==> config.mk <==
export PLATFORM = sky130hd
export DESIGN_NAME = serial_data_buffer
export DESIGN_NICKNAME = d
export VERILOG_FILES = /design/src/rtl/sdb_pkg.sv /design/src/rtl/sdb_rx_side.sv /design/src/rtl/sdb_tx_side.sv /design/src/rtl/serial_data_buffer.sv
export SDC_FILE = /design/constraint.sdc
export NUM_CORES = 1
export LEC_CHECK = 0
export ABC_AREA = 1
export BUFFER_PORTS_ARGS = -buffer_cell sky130_fd_sc_hd__buf_4
export CORE_MARGIN = 8
export CORE_UTILIZATION = 40
export CTS_BUF_LIST = sky130_fd_sc_hd__clkbuf_4 sky130_fd_sc_hd__clkbuf_8
export CTS_CLUSTER_SIZE = 20
export DETAILED_ROUTE_END_ITERATION = 7
export SYNTH_ARGS = -nofsm -noshare
export SYNTH_HDL_FRONTEND = slang
export SYNTH_SLANG_ARGS = --single-unit
==> constraint.sdc <==
create_clock -name clk -period 1.71 [get_ports clk]
set_input_delay 0.4275 -clock clk [delete_from_list [all_inputs] [get_ports clk]]
set_output_delay 0.4275 -clock clk [all_outputs]
set_load 0.01 [all_outputs]
==> src/rtl/sdb_pkg.sv <==
package sdb_pkg;
    localparam int unsigned CHAR_W = 8;
    localparam int unsigned BUS_W  = 16;

    typedef logic [CHAR_W-1:0] char_t;

    typedef struct packed {
        char_t data;
        logic  avail;
        logic  irq;
        logic  ovr;
    } rx_state_t;
endpackage

==> src/rtl/sdb_rx_side.sv <==
module sdb_rx_side
    import sdb_pkg::*;
(
    input  logic  clk,
    input  logic  rst_n,
    input  logic  cap_i,
    input  char_t cap_data_i,
    input  logic  ack_i,
    output char_t data_o,
    output logic  avail_o,
    output logic  irq_o,
    output logic  ovr_o
);
    rx_state_t st_q, st_d;

    always_comb begin
        st_d     = st_q;
        st_d.irq = 1'b0;
        if (cap_i) begin
            st_d.data  = cap_data_i;
            st_d.avail = 1'b1;
            st_d.irq   = 1'b1;
        end else if (ack_i) begin
            st_d.avail = 1'b0;
        end
        // a lost character is one that arrives on top of an unacknowledged one
        if (cap_i && st_q.avail && !ack_i) begin
            st_d.ovr = 1'b1;
        end else if (ack_i) begin
            st_d.ovr = 1'b0;
        end
    end

    always_ff @(posedge clk) begin
        if (!rst_n) begin
            st_q <= '0;
        end else begin
            st_q <= st_d;
        end
    end

    assign data_o  = st_q.data;
    assign avail_o = st_q.avail;
    assign irq_o   = st_q.irq;
    assign ovr_o   = st_q.ovr;
endmodule

==> src/rtl/sdb_tx_side.sv <==
module sdb_tx_side
    import sdb_pkg::*;
#(
    parameter int unsigned START_TICKS = 3
) (
    input  logic  clk,
    input  logic  rst_n,
    input  logic  wr_i,
    input  char_t wdata_i,
    input  logic  tick_i,
    input  logic  done_i,
    output char_t view_o,
    output char_t buf_o,
    output logic  busy_o,
    output logic  start_o
);
    localparam int unsigned CNT_W = $clog2(START_TICKS + 1);
    localparam logic [CNT_W-1:0] LAST_TICK = CNT_W'(START_TICKS - 1);

    typedef struct packed {
        char_t            cur;
        char_t            held;
        logic             held_vld;
        logic             busy;
        logic             wait_start;
        logic [CNT_W-1:0] cnt;
        logic             start;
    } tx_state_t;

    tx_state_t st_q, st_d;
    logic      frame_end;

    assign frame_end = st_q.busy && !st_q.wait_start && done_i;

    always_comb begin
        st_d       = st_q;
        st_d.start = 1'b0;

        if (st_q.wait_start && tick_i) begin
            if (st_q.cnt == LAST_TICK) begin
                st_d.start      = 1'b1;
                st_d.wait_start = 1'b0;
                st_d.cnt        = '0;
            end else begin
                st_d.cnt = st_q.cnt + 1'b1;
            end
        end

        if (frame_end) begin
            if (st_q.held_vld) begin
                st_d.cur        = st_q.held;
                st_d.wait_start = 1'b1;
                st_d.cnt        = '0;
                st_d.held_vld   = wr_i;
                if (wr_i) begin
                    st_d.held = wdata_i;
                end
            end else if (wr_i) begin
                st_d.cur        = wdata_i;
                st_d.wait_start = 1'b1;
                st_d.cnt        = '0;
            end else begin
                st_d.busy = 1'b0;
            end
        end else if (wr_i) begin
            if (st_q.busy) begin
                st_d.held     = wdata_i;
                st_d.held_vld = 1'b1;
            end else begin
                st_d.cur        = wdata_i;
                st_d.busy       = 1'b1;
                st_d.wait_start = 1'b1;
                st_d.cnt        = '0;
            end
        end
    end

    always_ff @(posedge clk) begin
        if (!rst_n) begin
            st_q <= '0;
        end else begin
            st_q <= st_d;
        end
    end

    assign view_o  = st_q.held_vld ? st_q.held : st_q.cur;
    assign buf_o   = st_q.cur;
    assign busy_o  = st_q.busy;
    assign start_o = st_q.start;
endmodule

==> src/rtl/serial_data_buffer.sv <==
module serial_data_buffer
    import sdb_pkg::*;
#(
    parameter int unsigned START_TICKS = 3
) (
    input  logic        clk,
    input  logic        rst_n,
    input  logic        bus_req,
    input  logic        bus_we,
    input  logic        bus_addr,
    input  logic        bus_wide,
    input  logic [7:0]  bus_wdata,
    output logic [15:0] bus_rdata,
    input  logic        mode7,
    input  logic        rx_load,
    input  logic [7:0]  rx_char,
    output logic        rx_avail,
    output logic        rx_irq,
    output logic        rx_overrun,
    input  logic        tx_tick,
    input  logic        tx_done,
    output logic        tx_start,
    output logic [7:0]  tx_char,
    output logic        tx_busy
);
    localparam logic ADDR_RX = 1'b0;
    localparam logic ADDR_TX = 1'b1;

    logic  rx_ack, tx_wr;
    char_t rx_data, tx_view, tx_cur;
    char_t msb_keep;

    assign rx_ack   = bus_req && !bus_we && bus_wide && (bus_addr == ADDR_RX);
    assign tx_wr    = bus_req && bus_we && (bus_addr == ADDR_TX);
    assign msb_keep = {~mode7, {(CHAR_W-1){1'b1}}};

    sdb_rx_side u_rx (
        .clk       (clk),
        .rst_n     (rst_n),
        .cap_i     (rx_load),
        .cap_data_i(rx_char),
        .ack_i     (rx_ack),
        .data_o    (rx_data),
        .avail_o   (rx_avail),
        .irq_o     (rx_irq),
        .ovr_o     (rx_overrun)
    );

    sdb_tx_side #(.START_TICKS(START_TICKS)) u_tx (
        .clk    (clk),
        .rst_n  (rst_n),
        .wr_i   (tx_wr),
        .wdata_i(bus_wdata),
        .tick_i (tx_tick),
        .done_i (tx_done),
        .view_o (tx_view),
        .buf_o  (tx_cur),
        .busy_o (tx_busy),
        .start_o(tx_start)
    );

    always_comb begin
        bus_rdata = '0;
        if (bus_addr == ADDR_TX) begin
            bus_rdata[CHAR_W-1:0] = tx_view;
        end else begin
            bus_rdata[CHAR_W-1:0] = rx_data & msb_keep;
        end
    end

    assign tx_char = tx_cur & msb_keep;
endmodule

# ---- Word level (Yosys, flattened, before mapping)
# Cells that the tools add are included.
# W data, S select, Z words.
dict set report op_classes {
  eq_ne 6
  add_sub_neg 1
  reduce_logical 23
  bitwise_logic 4
  n_mux 22
}
# operator count
set op_table {}
lappend op_table {{$mux W21} 2}
lappend op_table {{$mux W8} 5}
lappend op_table {{$mux W9} 2}
lappend op_table {{$and A8 B8 Y8} 2}
lappend op_table {{$logic_and A1 B1 Y1} 10}
lappend op_table {{$reduce_bool A2 Y1} 5}
lappend op_table {{$mux W3} 3}
lappend op_table {{$mux W1} 8}
lappend op_table {{$ne A2 B2 Y1 const B} 3}
lappend op_table {{$reduce_and A3 Y1} 2}
lappend op_table {{$mux W4} 1}
lappend op_table {{$ne A2 B1 Y1 const B} 2}
lappend op_table {{$reduce_and A2 Y1} 2}
lappend op_table {{$reduce_and A4 Y1} 1}
lappend op_table {{$logic_not A1 Y1} 3}
lappend op_table {{$add A2 B1 Y2 const B} 1}
lappend op_table {{$eq A2 B2 Y1 const B} 1}
lappend op_table {{$mux W2} 1}
lappend op_table {{$not A1 Y1} 2}
dict set report word_totals {
  wordCells 67
  reg_bits 33
}

# ---- Logic depth before layout (Yosys ltp)
# Gate-level depths: netlist of the first run.
dict set report logic_depth {
  word_depth 7
  mapped_depth 8
  mapped_depth_nobuf 7
}

# ---- Cells and area by module
# Synthesis of the first run repeated with hierarchy kept, for this count alone.
dict set report hier_totals {
  cells_unflattened 332
  hier_area_um2 1984.4
}
# mod cells_per_inst instances area_each_um2
set modules_own_cells {}
lappend modules_own_cells {sdb_tx_side 225 1 1330.0}
lappend modules_own_cells {sdb_rx_side 63 1 449.2}
lappend modules_own_cells {serial_data_buffer 44 1 205.2}

# ---- Worst setup path after synthesis of the first run
# Ideal clock, no wire load.
dict set report synth_timing {
  path_type {input to output}
  start {input port bus_addr}
  end {output port bus_rdata[5]}
  path_stages 4
  path_slack_ns 0.163
  arrival_ns 1.119
  required_ns 1.282
  path_buffers 2
  path_cell_list {buf_4 -> clkbuf_1 -> nor2_1 -> a31oi_1}
}
dict set report synth_via {
  elab_chain_len 1
}
# item line_no
set synth_rtl {}
lappend synth_rtl {{from (decl)} serial_data_buffer.sv:10} ;# input logic bus_addr,
lappend synth_rtl {{$mux W8} serial_data_buffer.sv:64} ;# if (bus_addr == ADDR_TX) begin
lappend synth_rtl {{to (decl)} serial_data_buffer.sv:13} ;# output logic [15:0] bus_rdata,
# Every way passes these cells.

# ---- Worst setup path after layout of the first run
dict set report layout_timing {
  start {register u_tx.st_q[5] (netlist bit)}
  end {output port bus_rdata[0]}
}
dict set report layout_via {
  elab_chain_len 2
}
# item line_no
set layout_rtl {}
lappend layout_rtl {{from (decl)} sdb_tx_side.sv:30} ;# tx_state_t st_q, st_d;
lappend layout_rtl {{from (signal assigned)} sdb_tx_side.sv:82} ;# st_q <= st_d;
lappend layout_rtl {{$mux W8} sdb_tx_side.sv:86} ;# assign view_o = st_q.held_vld ? st_q.held : st_q.cur;
lappend layout_rtl {{$mux W8} serial_data_buffer.sv:64}
# Every way passes these cells.

==> results of run 1 <==
[cell type report]
cell class              instances  area, um2  area share
repair buffers                 54        414       0.179
clock buffers                   6       76.3      0.0329
well taps                      54       67.6      0.0292
multi-input cells             219        973       0.420
flip-flops and latches         33        664       0.287
inverters                      29        111      0.0481
clock inverters                 2       10.0     0.00432
[flip-flops by register name (all words and copies together), names as in the netlist]
register	flops
u_tx.st_q	12
u_rx.data_o	8
u_tx.buf_o	8
u_rx.ovr_o	1
u_rx.irq_o	1
u_rx.avail_o	1
u_tx.start_o	1
u_tx.busy_o	1
[metal layers]
layer  vias up  share of wire  wire length (um)
met5         -              0                 0
met4         0          0.015                70
met3         8          0.078               370
met2        51           0.44              2100
met1       785           0.46              2180
li1        989              -                 -
[cell usage after synthesis]
| library cell | instances | area (um2) |
|---|---|---|
| nand4_1 | 1 | 6.26 |
| nor3_1 | 3 | 15.0 |
| a31oi_1 | 8 | 50.1 |
| o31ai_1 | 1 | 7.51 |
| nand3_4 | 2 | 35.0 |
| inv_1 | 24 | 90.1 |
| conb_1 | 1 | 3.75 |
| nand3_1 | 15 | 75.1 |
| o21ai_0 | 16 | 80.1 |
| buf_6 | 3 | 33.8 |
| clkinv_1 | 1 | 3.75 |
| o2bb2ai_1 | 1 | 8.76 |
| nor2_1 | 57 | 214 |
| nand2_2 | 2 | 12.5 |
| nor2_4 | 1 | 11.3 |
| nand3_2 | 2 | 20.0 |
| a21oi_1 | 2 | 10.0 |
| clkbuf_1 | 4 | 15.0 |
| buf_2 | 4 | 20.0 |
| nand2_1 | 97 | 364 |
| inv_2 | 4 | 15.0 |
| o21ai_2 | 1 | 8.76 |
| nand2_4 | 2 | 22.5 |
| buf_4 | 16 | 120 |
| dfxtp_1 | 33 | 661 |
[cell usage in the layout (no fill, tap or decap)]
master / Yosys / layout
nand2_1: 97 / 96
nor2_1: 57 / 57
buf_4: 16 / 51
dfxtp_1: 33 / 32
inv_1: 24 / 24
o21ai_0: 16 / 15
nand3_1: 15 / 15
a31oi_1: 8 / 8
conb_1: 1 / 8
clkbuf_8: 0 / 5
inv_2: 4 / 4
nand2_2: 2 / 3
nor3_1: 3 / 3
nand3_2: 2 / 2
nand2_4: 2 / 2
nand3_4: 2 / 2
a21oi_1: 2 / 2
clkinv_2: 0 / 2
inv_4: 0 / 1
o21ai_1: 0 / 1
o2bb2ai_1: 1 / 1
nand4_1: 1 / 1
o21ai_2: 1 / 1
nor2_4: 1 / 1
o31ai_1: 1 / 1
clkbuf_4: 0 / 1
buf_2: 4 / 1
buf_8: 0 / 1
buf_6: 3 / 1
dfxtp_4: 0 / 1
[what timing repair did]
action,in CTS,in global routing
pin swaps,0,1
resized for setup,3,7
endpoints found under the hold margin,0,0
setup buffers,2,2
setup endpoints to repair,8,5
gates cloned,1,1
[worst reg2reg max path, stage by stage (launching register included)]
cell	delay [ns]
dfxtp_1	0.50
nand2_2	0.10
nor2_4	0.33
nand3_1	0.12
nand2_1	0.11
nor2_1	0.04
nor2_1	0.09
[cell families (layout without fill, tap and decap cells)]
logic type,Yosys count,in the layout,share of synthesized area
buffers and inverters,56,91,0.156
flip-flops,33,33,0.347
AND/OR/NAND/NOR,182,182,0.408
AO/OA/AOI/OAI,29,29,0.0868
other,1,8,0.00197
[final timing paths]
check / startpoint / to / slack, ns
min: rx_char[0] / u_rx.data_o[0]$_SDFFE_PN0P_ / 0.37
min reg2reg: u_rx.ovr_o$_SDFFE_PN0P_ / u_rx.ovr_o$_SDFFE_PN0P_ / 0.49
max reg2reg: u_tx.busy_o$_SDFFE_PN0P_ / u_tx.st_q[13]$_SDFFE_PN0P_ / 0.34
max: u_tx.st_q[5]$_SDFFE_PN0P_ / bus_rdata[0] / 0.05
[stage by stage]
step / utilization / power [uW] / cells
final: 0.497 / 1640 / 397
after global routing: 0.497 / 1720 / 397
after CTS: 0.489 / 1660 / 394
after detailed placement: 0.465 / 1060 / 383
after global placement: 0.465 / 1060 / 383
after floorplan: - / 974 / 308
[power groups by stage]
stage / registers [uW] / clock network (uW) / logic, uW
CTS: 812 / 611 / 236
finish: 811 / 589 / 236
floorplan: 829 / 0 / 145
global placement: 829 / 0 / 233
global route: 814 / 647 / 264
detailed placement: 829 / 0 / 234
==> results.cfg, run 1 <==
[detailed_routing]
drt_drc_violations_left = 0
vias = 1833
wl_per_cell_um = 11.9
first_pass_iters = 4
wl_um = 4720
ant_nets = 0
via_per_inst = 4.62
drt_iter0_drc = 114

[final_layout]
area_growth_pct = 21.8
fill_cells = 482
drive_gt1_frac = 0.230
fin_area_um2 = 2320
diodes = 0
fin_nets = 368

[die]
fp.coreArea_um2 = 4660
die_h_um = 85.0
die_area_um2 = 7220
top_level_ports = 55
dieWidth_um = 85.0
initial_core_util = 0.408
fp-row-count = 25

[setup_path]
critPathLaunchType = flip-flop
crit_cells = 4
crit_slowest_cell = dfxtp_4
crit_fanout = 4
worstSetupPathType = reg2out
critical_path.most_common_cell = buf_4
end_kind = primary output
r2r_cells = 6
path_cells = buf_4 > nand2_1 > a31oi_1 > buf_4
crit_buf_inv = 2
required_ns = 1.28
max_stage_delay_ns = 0.38
arrival_ns = 1.23
cpLargestDelayFamily = flip-flops

[timing]
fin_ws_ns = 0.0538
clock_skew_ns = 0.00338
drv_slew = 0
finalSetupViolCount = 0
fin_crit_ns = 1.66
max_clock_freq_ghz = 0.604
timing.final.crit_share = 0.969
hold_viol_final = 0
timing.hold.ws_ns = 0.366
rsz0062_at_grt = true
fin_setup_tns_ns = 0

[global_routing]
met3_usage = 0.0473
grtUsageMet2 = 0.208
antenna_found_initial = 0
busiest_layer = met2
use_met1 = 0.158
grt_pass1_wl_um = 7840
grt-ovfl-total = 0
grt_max_degree = 30
grt_pass1_vias = 1672
grtUsageTotal = 0.133

[synth]
yosysWarnings = 0
syn_avg_cell_area_um2 = 6.32
synth_cell_type_count = 25
ys_ff_latch = 33
yosysSeqAreaShare = 0.347
syn_area_um2 = 1900
syn_inst = 301

[power]
p_per_area_nw_per_um2 = 706
ir_drop_mv = 0.359
clockPowerShare = 0.360
p_leak_uw = 0.00128
p_switching_uw = 439
swShare = 0.268
sequentialPowerShare = 0.496
p_int_uw = 1200
p_comb_frac = 0.144

[placed_design]
port_buffers = 46
dp_slack_ns = 0.238
hpwl_um = 3390
gp_congestion = 0.805
postPlaceCellArea_um2 = 2170

[cts]
cts_tree = done
cts_made_buffers = 5
htree_num_levels = 2
clkSlewWorstSetupHoldPaths_ns = 0.07
clk_latency_ns = 0.29
cts_root_buffer = clkbuf_8
cts.sinks = 33
cts_max_path_buffers = 2
postCtsHoldBufs = 0

[min_path]
worstHoldPathCells = 3
min_path_type = in2reg

[status]
outcome = completed

[flow_run]
drv_cap = 0
Note: power is estimated with default switching activity, not from simulation.
==> run 2: changes to the inputs <==
--- a/config.mk
+++ b/config.mk
@@ -14,2 +14,4 @@
 export DETAILED_ROUTE_END_ITERATION = 7
+export PLACE_DENSITY = 0.68
+export SLEW_MARGIN = 20
 export SYNTH_ARGS = -nofsm -noshare
--- a/constraint.sdc
+++ b/constraint.sdc
@@ -3,2 +3,2 @@
 set_output_delay 0.4275 -clock clk [all_outputs]
-set_load 0.01 [all_outputs]
+set_load 0.1 [all_outputs]
==> run 2 against run 1 <==
The flow now finishes with violations (negative setup slack); critical path type unchanged; clock power is 3% lower; wire length is 0.51% lower; sequential power about the same; fmax decreased by 4.0%; global-route usage grew 0.16 points; core utilization up 6.1 points; final area increased by 12%; non-clock buffer count rose by 3.
==> results.cfg, run 2 (same netlist as run 1, synthesis figures left out) <==
[min_path]
worstHoldPathCells = 3
min_path_type = in2reg
min_from = rx_char[2]
min_to = u_rx.data_o[2]$_SDFFE_PN0P_

[global_routing]
grt_pass1_wl_um = 7910
busiest_layer = met2
grtUsageMet2 = 0.217
grt-ovfl-total = 0
grt_max_degree = 30
grtUsageTotal = 0.135
use_met1 = 0.155
antenna_found_initial = 0
met3_usage = 0.0454
grt_pass1_vias = 1694

[timing]
fin_ws_ns = -0.0160
rsz0062_at_grt = true
timing.final.crit_share = 1.01
fin_setup_tns_ns = -0.0388
finalSetupViolCount = 4
max_clock_freq_ghz = 0.579
clock_skew_ns = 0.00811
hold_viol_final = 0
drv_slew = 0
fin_crit_ns = 1.73

[final_layout]
drive_gt1_frac = 0.283
fin_nets = 371
largest_reg_flops = 12
area_growth_pct = 36.8
ff_latch_area_um2 = 666
final_common_cell = nand2_1
diodes = 0
final_cell_mix = nand2_1, nor2_1, buf_4
fill_cells = 426
multi_input_area_um2 = 1140
top_register = u_tx.st_q

[setup_path]
crit-reg2reg-launch = u_tx.st_q[5]$_SDFFE_PN0P_
ff2ff_setup_slack_ns = 0.37
r2r_cells = 6
end_kind = primary output
arrival_ns = 1.30
crit_cells = 4
crit_slowest_cell = dfxtp_4
r2r_end = u_tx.buf_o[3]$_SDFFE_PN0P_
crit_fanout = 7
worstSetupPathType = reg2out
cpLargestDelayFamily = flip-flops
path_cells = buf_8 > nand2_2 > a31oi_4 > buf_12
required_ns = 1.28
critPathLaunchType = flip-flop
max_stage_delay_ns = 0.40
crit_buf_inv = 2

[die]
initial_core_util = 0.408
die_area_um2 = 7220
fp-row-count = 25
dieWidth_um = 85.0
top_level_ports = 55
fp.coreArea_um2 = 4660
die_h_um = 85.0

[cts]
cts_root_buffer = clkbuf_8
cts_made_buffers = 5
htree_num_levels = 2
cts_tree = done
clk_latency_ns = 0.28
cts.sinks = 33
clkSlewWorstSetupHoldPaths_ns = 0.06
postCtsHoldBufs = 0
cts_max_path_buffers = 2

[power]
sequentialPowerShare = 0.422
clockPowerShare = 0.297
power_uw = 1920
p_switching_uw = 674
p_int_uw = 1250
p_comb_frac = 0.281
p_leak_uw = 0.00137
p_per_area_nw_per_um2 = 738
swShare = 0.351
ir_drop_mv = 0.370

[detailed_routing]
first_pass_iters = 4
via_per_inst = 4.79
wl_per_cell_um = 11.8
drt_drc_violations_left = 0
drt_iter0_drc = 61
wl_um = 4700
ant_nets = 0
vias = 1914

[status]
outcome = finished with violations
violations = negative setup slack

[flow_run]
drv_cap = 0

[placed_design]
dp_slack_ns = -0.0435
gp_congestion = 0.799
hpwl_um = 3480
port_buffers = 46
[run 2: changes by cell type in the layout (fill, tap and decap cells not counted), moves of 2 or more]
cell	before	now
buf_12	0	7
buf_4	51	48
nand2_1	96	92
a31oi_1	8	1
a31oi_4	0	7
nand2_4	2	4
nor2_1	57	55
nand2_2	3	5
[run 2: power groups by stage]
stage	Combinational [uW]	Sequential (uW)	Clock [uW]
3_5_place_dp	499	830	0
5_1_grt	570	814	625
6_report	539	812	570
3_3_place_gp	495	829	0
2_1_floorplan	366	874	0
4_1_cts	537	811	595
[run 2: through the flow]
stage | util | instance area, um2 | hold WS, ns | std cells
final | 0.558 | 2600 | 0.370 | 400
after floorplan | - | 2100 | 0.456 | 308
after global placement | 0.502 | 2340 | 0.469 | 388
after detailed placement | 0.502 | 2340 | 0.475 | 388
after global routing | 0.558 | 2600 | 0.365 | 400
after CTS | 0.548 | 2550 | 0.366 | 397
[run 2: final cells by class]
cell class / count / area share
Clock inverter: 2 / 0.00385
Sequential cell: 33 / 0.256
Inverter: 29 / 0.0437
Timing Repair Buffer: 57 / 0.204
Clock buffer: 6 / 0.0293
Multi-Input combinational cell: 219 / 0.437
Tap cell: 54 / 0.0260
[run 2: worst max path at each step]
stage / startpoint / end / slack, ns
floorplan: bus_addr / bus_rdata[5] / -0.09
global placement: bus_addr / bus_rdata[7] / 0.004
detailed placement: u_tx.st_q[5]$_SDFFE_PN0P_ / bus_rdata[0] / -0.04
CTS: u_tx.st_q[5]$_SDFFE_PN0P_ / bus_rdata[4] / -0.04
global route: u_tx.st_q[5]$_SDFFE_PN0P_ / bus_rdata[4] / -0.05
finish: u_tx.st_q[5]$_SDFFE_PN0P_ / bus_rdata[2] / -0.02
[run 2: timing repair]
action | CTS | global route
resized for setup | 34 | 5
endpoints found under the setup margin | 16 | 8
pin swaps | 1 | 5
gates cloned | 0 | 0
buffers inserted | 1 | 3
[run 2: worst min-delay path: cells and delay by family]
family | cells | cell delay [ns]
and+or+nand+nor | 2 | 0.11
buffers and inverters | 1 | 0.08
[run 2: metal layers]
metal | routed length [um] | share of wire
met1 | 2140 | 0.46
met2 | 2110 | 0.45
met3 | 347 | 0.074
met4 | 97 | 0.021
met5 | 0 | 0
